<file path="config.mk">
export PLATFORM = sky130hd
export DESIGN_NAME = smb_master_wr
export DESIGN_NICKNAME = d
export VERILOG_FILES = /design/src/rtl/smb_pkg.sv /design/src/rtl/smb_phase_timer.sv /design/src/rtl/smb_shifter.sv /design/src/rtl/smb_ctrl.sv /design/src/rtl/smb_master_wr.sv
export SDC_FILE = /design/constraint.sdc
export NUM_CORES = 1
export LEC_CHECK = 0
export BUFFER_PORTS_ARGS = -buffer_cell sky130_fd_sc_hd__buf_4
export CAP_MARGIN = 10
export CORE_UTILIZATION = 55
export CTS_BUF_LIST = sky130_fd_sc_hd__clkbuf_8
export DETAILED_ROUTE_END_ITERATION = 12
export GPL_ROUTABILITY_DRIVEN = 0
export GPL_TIMING_DRIVEN = 0
export PLACE_DENSITY = 0.76
export REMOVE_ABC_BUFFERS = 1
export SYNTH_ARGS = -nofsm -noshare
export SYNTH_HDL_FRONTEND = slang
export SYNTH_HIERARCHICAL = 1
export SYNTH_SLANG_ARGS = --single-unit
</file>
<file path="constraint.sdc">
create_clock -name clk -period 4.9 [get_ports clk]
set_clock_uncertainty 0.2 [all_clocks]
set_input_delay 0.98 -clock clk [delete_from_list [all_inputs] [get_ports clk]]
set_output_delay 0.98 -clock clk [all_outputs]
set_load 0.02 [all_outputs]
</file>
<file path="src/rtl/smb_pkg.sv">
package smb_pkg;

  typedef enum logic [3:0] {
    ST_IDLE,
    ST_STA_A,
    ST_STA_B,
    ST_BIT_LO,
    ST_BIT_HI,
    ST_WAIT,
    ST_STO_A,
    ST_STO_B,
    ST_STO_C
  } smb_state_e;

endpackage

</file>
<file path="src/rtl/smb_phase_timer.sv">
module smb_phase_timer #(
  parameter int LO_CYC = 5,
  parameter int HI_CYC = 4
) (
  input  logic clk,
  input  logic rst_n,
  input  logic restart,
  input  logic sel_hi,
  output logic expire
);

  localparam int MAXC = (LO_CYC > HI_CYC) ? LO_CYC : HI_CYC;
  localparam int CW   = (MAXC > 1) ? $clog2(MAXC) : 1;
  localparam logic [CW-1:0] LO_M1 = CW'(LO_CYC - 1);
  localparam logic [CW-1:0] HI_M1 = CW'(HI_CYC - 1);
  localparam logic [CW-1:0] TOP   = CW'(MAXC - 1);

  logic [CW-1:0] cnt_q, cnt_d;

  always_comb begin
    cnt_d = cnt_q;
    if (restart) begin
      cnt_d = sel_hi ? HI_M1 : LO_M1;
    end else if (cnt_q != '0) begin
      cnt_d = cnt_q - 1'b1;
    end
  end

  always_ff @(posedge clk or negedge rst_n) begin
    if (!rst_n) cnt_q <= '0;
    else        cnt_q <= cnt_d;
  end

  assign expire = (cnt_q == '0);

  assert_cnt_bound_R3: assert property (@(posedge clk) disable iff (!rst_n)
    cnt_q <= TOP);

endmodule

</file>
<file path="src/rtl/smb_shifter.sv">
module smb_shifter #(
  parameter int DW = 8
) (
  input  logic          clk,
  input  logic          rst_n,
  input  logic          load,
  input  logic [DW-1:0] load_val,
  input  logic          shift,
  input  logic          shift_in,
  output logic [DW-1:0] q
);

  logic [DW-1:0] q_d;

  always_comb begin
    q_d = q;
    if (load)       q_d = load_val;
    else if (shift) q_d = {q[DW-2:0], shift_in};
  end

  always_ff @(posedge clk or negedge rst_n) begin
    if (!rst_n) q <= '0;
    else        q <= q_d;
  end

endmodule

</file>
<file path="src/rtl/smb_ctrl.sv">
module smb_ctrl
  import smb_pkg::*;
#(
  parameter int DW = 8
) (
  input  logic          clk,
  input  logic          rst_n,
  input  logic [DW-1:0] dat_in,
  input  logic          dat_wr,
  input  logic          sta_req,
  input  logic          sto_req,
  input  logic          irq_clr,
  input  logic          sda_in,
  input  logic          expire,
  input  logic [DW-1:0] sh_q,
  output logic          tmr_restart,
  output logic          tmr_sel_hi,
  output logic          sh_load,
  output logic          sh_shift,
  output logic [DW-1:0] sh_load_val,
  output logic          scl_oe,
  output logic          sda_oe,
  output logic          irq,
  output logic          ack_rx,
  output logic          tx_mode,
  output logic [DW-1:0] dat_out
);

  localparam int BCW = $clog2(DW + 1);
  localparam logic [BCW-1:0] ACK_IDX  = BCW'(DW);
  localparam logic [BCW-1:0] LAST_IDX = BCW'(DW - 1);

  smb_state_e     state_q, state_d;
  logic [BCW-1:0] bitcnt_q, bitcnt_d;
  logic           tx_q, tx_d;
  logic           irq_q, irq_d;
  logic           ack_q, ack_d;
  logic           sta_pend_q, sta_pend_d;
  logic           sto_pend_q, sto_pend_d;
  logic           full_q, full_d;
  logic [DW-1:0]  hold_q, hold_d;
  logic [DW-1:0]  dout_q, dout_d;
  logic           nack_q, nack_d;
  logic           scl_q, scl_d;
  logic           sda_q, sda_d;
  logic           busy, ack_end, last_end;

  assign busy     = (state_q == ST_STA_A) || (state_q == ST_STA_B) ||
                    (state_q == ST_BIT_LO) || (state_q == ST_BIT_HI) ||
                    (state_q == ST_WAIT);
  assign ack_end  = (state_q == ST_BIT_HI) && expire && (bitcnt_q == ACK_IDX);
  assign last_end = (state_q == ST_BIT_HI) && expire && (bitcnt_q == LAST_IDX);

  // sequencing
  always_comb begin
    state_d  = state_q;
    bitcnt_d = bitcnt_q;
    tx_d     = tx_q;
    sh_load  = 1'b0;
    sh_shift = 1'b0;
    unique case (state_q)
      ST_IDLE:  if (sta_pend_q) state_d = ST_STA_A;
      ST_STA_A: if (expire) state_d = ST_STA_B;
      ST_STA_B: if (expire) begin
        state_d  = ST_BIT_LO;
        bitcnt_d = '0;
        sh_load  = 1'b1;
        tx_d     = 1'b1;
      end
      ST_BIT_LO: if (expire) state_d = ST_BIT_HI;
      ST_BIT_HI: if (expire) begin
        if (bitcnt_q == ACK_IDX) begin
          state_d = ST_WAIT;
        end else begin
          state_d  = ST_BIT_LO;
          sh_shift = 1'b1;
          bitcnt_d = bitcnt_q + 1'b1;
        end
      end
      ST_WAIT: if (!irq_q) begin
        if (sto_pend_q) begin
          state_d = ST_STO_A;
        end else begin
          state_d  = ST_BIT_LO;
          bitcnt_d = '0;
          tx_d     = full_q;
          sh_load  = full_q;
        end
      end
      ST_STO_A: if (expire) state_d = ST_STO_B;
      ST_STO_B: if (expire) state_d = ST_STO_C;
      ST_STO_C: if (expire) state_d = ST_IDLE;
      default:  state_d = ST_IDLE;
    endcase
  end

  assign tmr_restart = (state_d != state_q);
  assign tmr_sel_hi  = (state_d == ST_STA_A) || (state_d == ST_STA_B) ||
                       (state_d == ST_BIT_HI) || (state_d == ST_STO_B) ||
                       (state_d == ST_STO_C);
  assign sh_load_val = hold_q;

  // software-facing flags and holding registers
  always_comb begin
    sta_pend_d = (state_q == ST_IDLE) && (sta_req || sta_pend_q) && (state_d == ST_IDLE);
    sto_pend_d = busy && (sto_req || sto_pend_q) && (state_d != ST_STO_A);
    full_d     = dat_wr || (full_q && !sh_load);
    hold_d     = dat_wr ? dat_in : hold_q;
    irq_d      = ack_end ? 1'b1 : (irq_clr ? 1'b0 : irq_q);
    ack_d      = (ack_end && tx_q) ? !sda_in : ack_q;
    dout_d     = (ack_end && !tx_q) ? sh_q : dout_q;
    nack_d     = last_end ? sto_pend_q : nack_q;
  end

  // line drivers: SCL follows the next state, SDA lags one clock behind
  always_comb begin
    scl_d = (state_d == ST_BIT_LO) || (state_d == ST_WAIT) || (state_d == ST_STO_A);
    unique case (state_q)
      ST_STA_B, ST_STO_A, ST_STO_B: sda_d = 1'b1;
      ST_BIT_LO, ST_BIT_HI: begin
        if (bitcnt_q != ACK_IDX) sda_d = tx_q && !sh_q[DW-1];
        else                     sda_d = !tx_q && !nack_q;
      end
      default: sda_d = 1'b0;
    endcase
  end

  always_ff @(posedge clk or negedge rst_n) begin
    if (!rst_n) begin
      state_q    <= ST_IDLE;
      bitcnt_q   <= '0;
      tx_q       <= 1'b0;
      irq_q      <= 1'b0;
      ack_q      <= 1'b0;
      sta_pend_q <= 1'b0;
      sto_pend_q <= 1'b0;
      full_q     <= 1'b0;
      hold_q     <= '0;
      dout_q     <= '0;
      nack_q     <= 1'b0;
      scl_q      <= 1'b0;
      sda_q      <= 1'b0;
    end else begin
      state_q    <= state_d;
      bitcnt_q   <= bitcnt_d;
      tx_q       <= tx_d;
      irq_q      <= irq_d;
      ack_q      <= ack_d;
      sta_pend_q <= sta_pend_d;
      sto_pend_q <= sto_pend_d;
      full_q     <= full_d;
      hold_q     <= hold_d;
      dout_q     <= dout_d;
      nack_q     <= nack_d;
      scl_q      <= scl_d;
      sda_q      <= sda_d;
    end
  end

  assign scl_oe  = scl_q;
  assign sda_oe  = sda_q;
  assign irq     = irq_q;
  assign ack_rx  = ack_q;
  assign tx_mode = tx_q;
  assign dat_out = dout_q;

  assert_irq_holds_scl_R5: assert property (@(posedge clk) disable iff (!rst_n)
    irq_q |-> scl_q);

  assert_irq_after_ack_R5: assert property (@(posedge clk) disable iff (!rst_n)
    $rose(irq_q) |-> (state_q == ST_WAIT));

  assert_sda_only_scl_low_R11: assert property (@(posedge clk) disable iff (!rst_n)
    (!scl_q && $past(!scl_q) && !$stable(sda_q)) |->
      ((state_q == ST_STA_B) || (state_q == ST_STO_C)));

  assert_ack_update_R4: assert property (@(posedge clk) disable iff (!rst_n)
    !$stable(ack_q) |-> $past(state_q == ST_BIT_HI && bitcnt_q == ACK_IDX && tx_q));

  assert_load_starts_tx_R6: assert property (@(posedge clk) disable iff (!rst_n)
    $fell(full_q) |-> (state_q == ST_BIT_LO && tx_q));

  assert_bitcnt_range_R3: assert property (@(posedge clk) disable iff (!rst_n)
    bitcnt_q <= ACK_IDX);

  assert_idle_released_R9: assert property (@(posedge clk) disable iff (!rst_n)
    (state_q == ST_IDLE) |-> (!scl_q && !sda_q));

endmodule

</file>
<file path="src/rtl/smb_master_wr.sv">
module smb_master_wr #(
  parameter int DW          = 8,
  parameter int LO_CYC      = 5,
  parameter int HI_CYC      = 4,
  parameter int SYNC_STAGES = 2
) (
  input  logic          clk,
  input  logic          rst_n,
  input  logic [DW-1:0] dat_in,
  input  logic          dat_wr,
  input  logic          sta_req,
  input  logic          sto_req,
  input  logic          irq_clr,
  input  logic          sda_in,
  output logic          scl_oe,
  output logic          sda_oe,
  output logic          irq,
  output logic          ack_rx,
  output logic          tx_mode,
  output logic [DW-1:0] dat_out
);

  logic [SYNC_STAGES-1:0] rst_pipe_q;
  logic                   rst_i;

  always_ff @(posedge clk or negedge rst_n) begin
    if (!rst_n) rst_pipe_q <= '0;
    else        rst_pipe_q <= {rst_pipe_q[SYNC_STAGES-2:0], 1'b1};
  end
  assign rst_i = rst_pipe_q[SYNC_STAGES-1];

  logic          expire, tmr_restart, tmr_sel_hi;
  logic          sh_load, sh_shift;
  logic [DW-1:0] sh_q, sh_load_val;

  smb_phase_timer #(
    .LO_CYC (LO_CYC),
    .HI_CYC (HI_CYC)
  ) u_timer (
    .clk     (clk),
    .rst_n   (rst_i),
    .restart (tmr_restart),
    .sel_hi  (tmr_sel_hi),
    .expire  (expire)
  );

  smb_shifter #(
    .DW (DW)
  ) u_shift (
    .clk      (clk),
    .rst_n    (rst_i),
    .load     (sh_load),
    .load_val (sh_load_val),
    .shift    (sh_shift),
    .shift_in (sda_in),
    .q        (sh_q)
  );

  smb_ctrl #(
    .DW (DW)
  ) u_ctrl (
    .clk         (clk),
    .rst_n       (rst_i),
    .dat_in      (dat_in),
    .dat_wr      (dat_wr),
    .sta_req     (sta_req),
    .sto_req     (sto_req),
    .irq_clr     (irq_clr),
    .sda_in      (sda_in),
    .expire      (expire),
    .sh_q        (sh_q),
    .tmr_restart (tmr_restart),
    .tmr_sel_hi  (tmr_sel_hi),
    .sh_load     (sh_load),
    .sh_shift    (sh_shift),
    .sh_load_val (sh_load_val),
    .scl_oe      (scl_oe),
    .sda_oe      (sda_oe),
    .irq         (irq),
    .ack_rx      (ack_rx),
    .tx_mode     (tx_mode),
    .dat_out     (dat_out)
  );

endmodule

</file>
==> impl_metrics.ini <==
[detailed_routing]
dr_total_vias = 1539
wl_um = 3970
vias_per_cell = 5.62
ant_nets = 0
dr.first_iter.drc_count = 78
drt-pass1-iter-count = 5
drcViolationCount = 0
wire_per_inst_um = 14.5

[clock_network]
clkTransAtPathRegs_ps = 80
clock-sinks = 46
holdBufCountCts = 0
post-cts-setup-buffers = 0
max-clock-path-buffers = 2
cts_tree = yes
htree_levels = 2
root_buffer = clkbuf_8
cts_buffers = 5
clk_latency_ps = 290
cts_resized = 0

[run]
maxCapViolations = 0

[timing]
setup_tns_ps = 0
hold_viol_final = 0
slew_headroom_pct = 31.5
max_freq_mhz = 361
setup_viol = 0
min_period_ps = 2770
finalCritPeriodShare_pct = 56.5
final_max_slew_viol_count = 0
worst_slew_pin_slew_ps = 1030
rsz0062_at_grt = no

[critical_path]
crit_required_ps = 4870
path_cells = inv_1 -> ha_1 -> nor2b_2 -> and3_4 -> nand2_2 -> o211ai_2 -> xor2_1 -> mux2i_1 -> nand2_1 -> o31a_1
cp_slowest_stage_delay_ps = 490
crit_buf_inv = 1
end_kind = register
reg2reg_slack_ps = 2130
cp_slowest_cell = nor2b_2
r2r-start = u_timer/cnt_q[0]
cp-start-kind = register
r2r_end = u_timer/cnt_q[2]
cp_max_fo = 13
path_class = reg -> reg
cp.arrival_ps = 2740
crit_family = simple AND/OR/NAND/NOR gates
reg2reg_depth = 10

[min_path]
holdPathEnd = rst_pipe_q[1]
hold_path_depth = 0
hp-start = rst_pipe_q[0]
min_path_type = reg -> reg

[yosys]
yosys-top-cells-area = dfrtp_1 (51%), mux2_4 (5.3%), mux2_2 (4.5%), mux2i_1 (4.4%), nand2_1 (3.6%)
yosys_warnings = 6
syn-instance-count = 201
synth_common_cells = dfrtp_1 (46), nand2_1 (22), mux2i_1 (10)
synth.most_common_cell = dfrtp_1
avgSynthCellArea_um2 = 11.3
synth_top_family_by_area = simple AND/OR/NAND/NOR gates
synthAdderAreaFrac_pct = 2.20
synth_cell_type_count = 50
netlist.area_leader.share_pct = 50.7
synth-simple-area-share_pct = 17.0
synth_compound_area_share_pct = 11.2
synth-xor-area-share_pct = 0.771
ys_ff_latch = 46
yosysSeqAreaShare_pct = 50.7
synth_edf_count = 0
syn-cell-area_um2 = 2270
ys.flop_type = dfrtp_1
synth.largest_area_cell = dfrtp_1
async_flop_share_pct = 100
synthMuxAreaShare_pct = 14.2

[grt]
grt_pass1_wl_um = 6920
grt_pass1_vias = 1576
grt_use_met1_pct = 26.4
antenna_found_initial = 0
grt_overflow_total = 0
grt_max_degree = 45
grtUsageMet3_pct = 3.79
grtUsageTotal_pct = 21.1
gr-max-usage-layer = met2
use_met2_pct = 36.1

[final_layout]
num-fill-cells = 290
multi_input_area_um2 = 1030
post-route-util_pct = 68.2
synthToLayoutAreaGrowth_pct = 14.0
diodes = 0
drive_gt1_share_pct = 27.4
fin_nets = 244
seq_area_um2 = 1150

[power]
pwr-share-seq_pct = 43.4
peakVddDrop_mv = 0.289
p_leak_nw = 1.19
power.internal_uw = 877
powerDensity_nw_per_um2 = 526
p_clk_share_pct = 20.5
switchingPower_uw = 486
p_sw_share_pct = 35.7
combPwrFrac_pct = 36.1

[floorplan]
die_area_um2 = 4390
num_rows = 22
core_um2 = 3800
dieHeight_um = 66.3
die_x_um = 66.3
start_util_pct = 59.8
pin_count = 28

[place]
dp_hpwl_um = 2940
port-buffer-count = 27

[outcome]
outcome = complete, no violations
## worst register-to-register path, delay by kind of cell, from the launching register on
family,cells,cell delay (ps)
xor+xnor,1,230
mux,1,210
compound gates,2,260
fa+ha+maj,1,210
simple gates,4,1050
flops,1,400
buf+inv,1,100
## power groups by stage
| stage | Combinational (mW) | Clock (mW) | Sequential [mW] |
|---|---|---|---|
| 2_1_floorplan | 0.388 | 0 | 0.576 |
| 3_3_place_gp | 0.464 | 0 | 0.592 |
| 3_5_place_dp | 0.491 | 0 | 0.599 |
| 4_1_cts | 0.495 | 0.286 | 0.591 |
| 5_1_grt | 0.554 | 0.301 | 0.610 |
| 6_report | 0.492 | 0.279 | 0.591 |
## sequential cells by signal (all words and copies together), names as in the netlist, 2 cells and up
signal and cells:
u_ctrl/dat_out 8, u_ctrl/sh_load_val 8, u_shift/q 8, u_ctrl/bitcnt_q 4
u_ctrl/state_q 4, u_timer/cnt_q 3, rst_pipe_q 2
## area by class of cell
class	count	share of cell area, %
Timing Repair Buffer	27	7.82
Multi-Input combinational cell	138	39.9
Clock inverter	2	1.30
Sequential cell	46	44.5
Inverter	7	1.01
Tap cell	48	2.32
Clock buffer	6	3.19
## stage by stage
stage / worst slack (ps) / instance area, um^2 / power (mW) / hold slack, ps / instances
2_1_floorplan: 2510 / 2210 / 0.964 / 131 / 191
3_3_place_gp: 2240 / 2470 / 1.06 / 141 / 266
3_5_place_dp: 2140 / 2470 / 1.09 / 136 / 266
4_1_cts: 2140 / 2590 / 1.37 / 166 / 274
5_1_grt: 1760 / 2590 / 1.46 / 169 / 274
6_report: 2130 / 2590 / 1.36 / 158 / 274
## metal layers
layer | wire (um) | vias to the layer above | part of all wire (%)
li1 | - | 754 | -
met1 | 1740 | 739 | 44
met2 | 2050 | 40 | 52
met3 | 139 | 6 | 3.5
met4 | 38 | 0 | 0.96
met5 | 0 | - | 0
## worst max-delay path by stage
stage	from	endpoint	slack, ps	cells after the start
floorplan	u_timer/cnt_q[0]	u_timer/cnt_q[2]	2510	10
global placement	u_timer/cnt_q[0]	u_timer/cnt_q[2]	2240	10
detailed placement	u_timer/cnt_q[0]	u_shift/q[4]	2140	6
CTS	u_timer/cnt_q[0]	u_shift/q[4]	2140	6
global route	u_timer/cnt_q[0]	u_shift/q[5]	1760	7
finish	u_timer/cnt_q[0]	u_timer/cnt_q[2]	2130	10
## cell families after synthesis
family          count (synthesis)
compound gates                 37
simple gates                   67
flops                          46
fa+ha+maj                       4
buf+inv                        17
other cells                     1
mux                            27
xor+xnor                        2
## layout by cell type, fill, tap and decap left out, types with 2 or more instances in the layout
cell type / netlist / layout
o22ai_1: 2 / 2
o21ai_0: 7 / 7
buf_4: 1 / 27
nand3b_1: 5 / 5
clkbuf_8: 0 / 6
mux2_4: 8 / 8
o21ai_1: 9 / 9
xor2_1: 2 / 2
nand2_1: 22 / 22
ha_1: 4 / 4
nor2_1: 9 / 9
and3b_1: 2 / 2
o31a_1: 3 / 3
or3_1: 2 / 2
nor2b_2: 2 / 2
nand4_1: 3 / 3
a21oi_1: 6 / 6
dfrtp_1: 46 / 45
mux2_2: 9 / 9
nand3_1: 5 / 5
nand4bb_1: 2 / 2
nor2b_1: 2 / 2
nand4b_1: 2 / 2
mux2i_1: 10 / 10
inv_1: 7 / 8
Note: power is estimated with default switching activity, not from simulation.
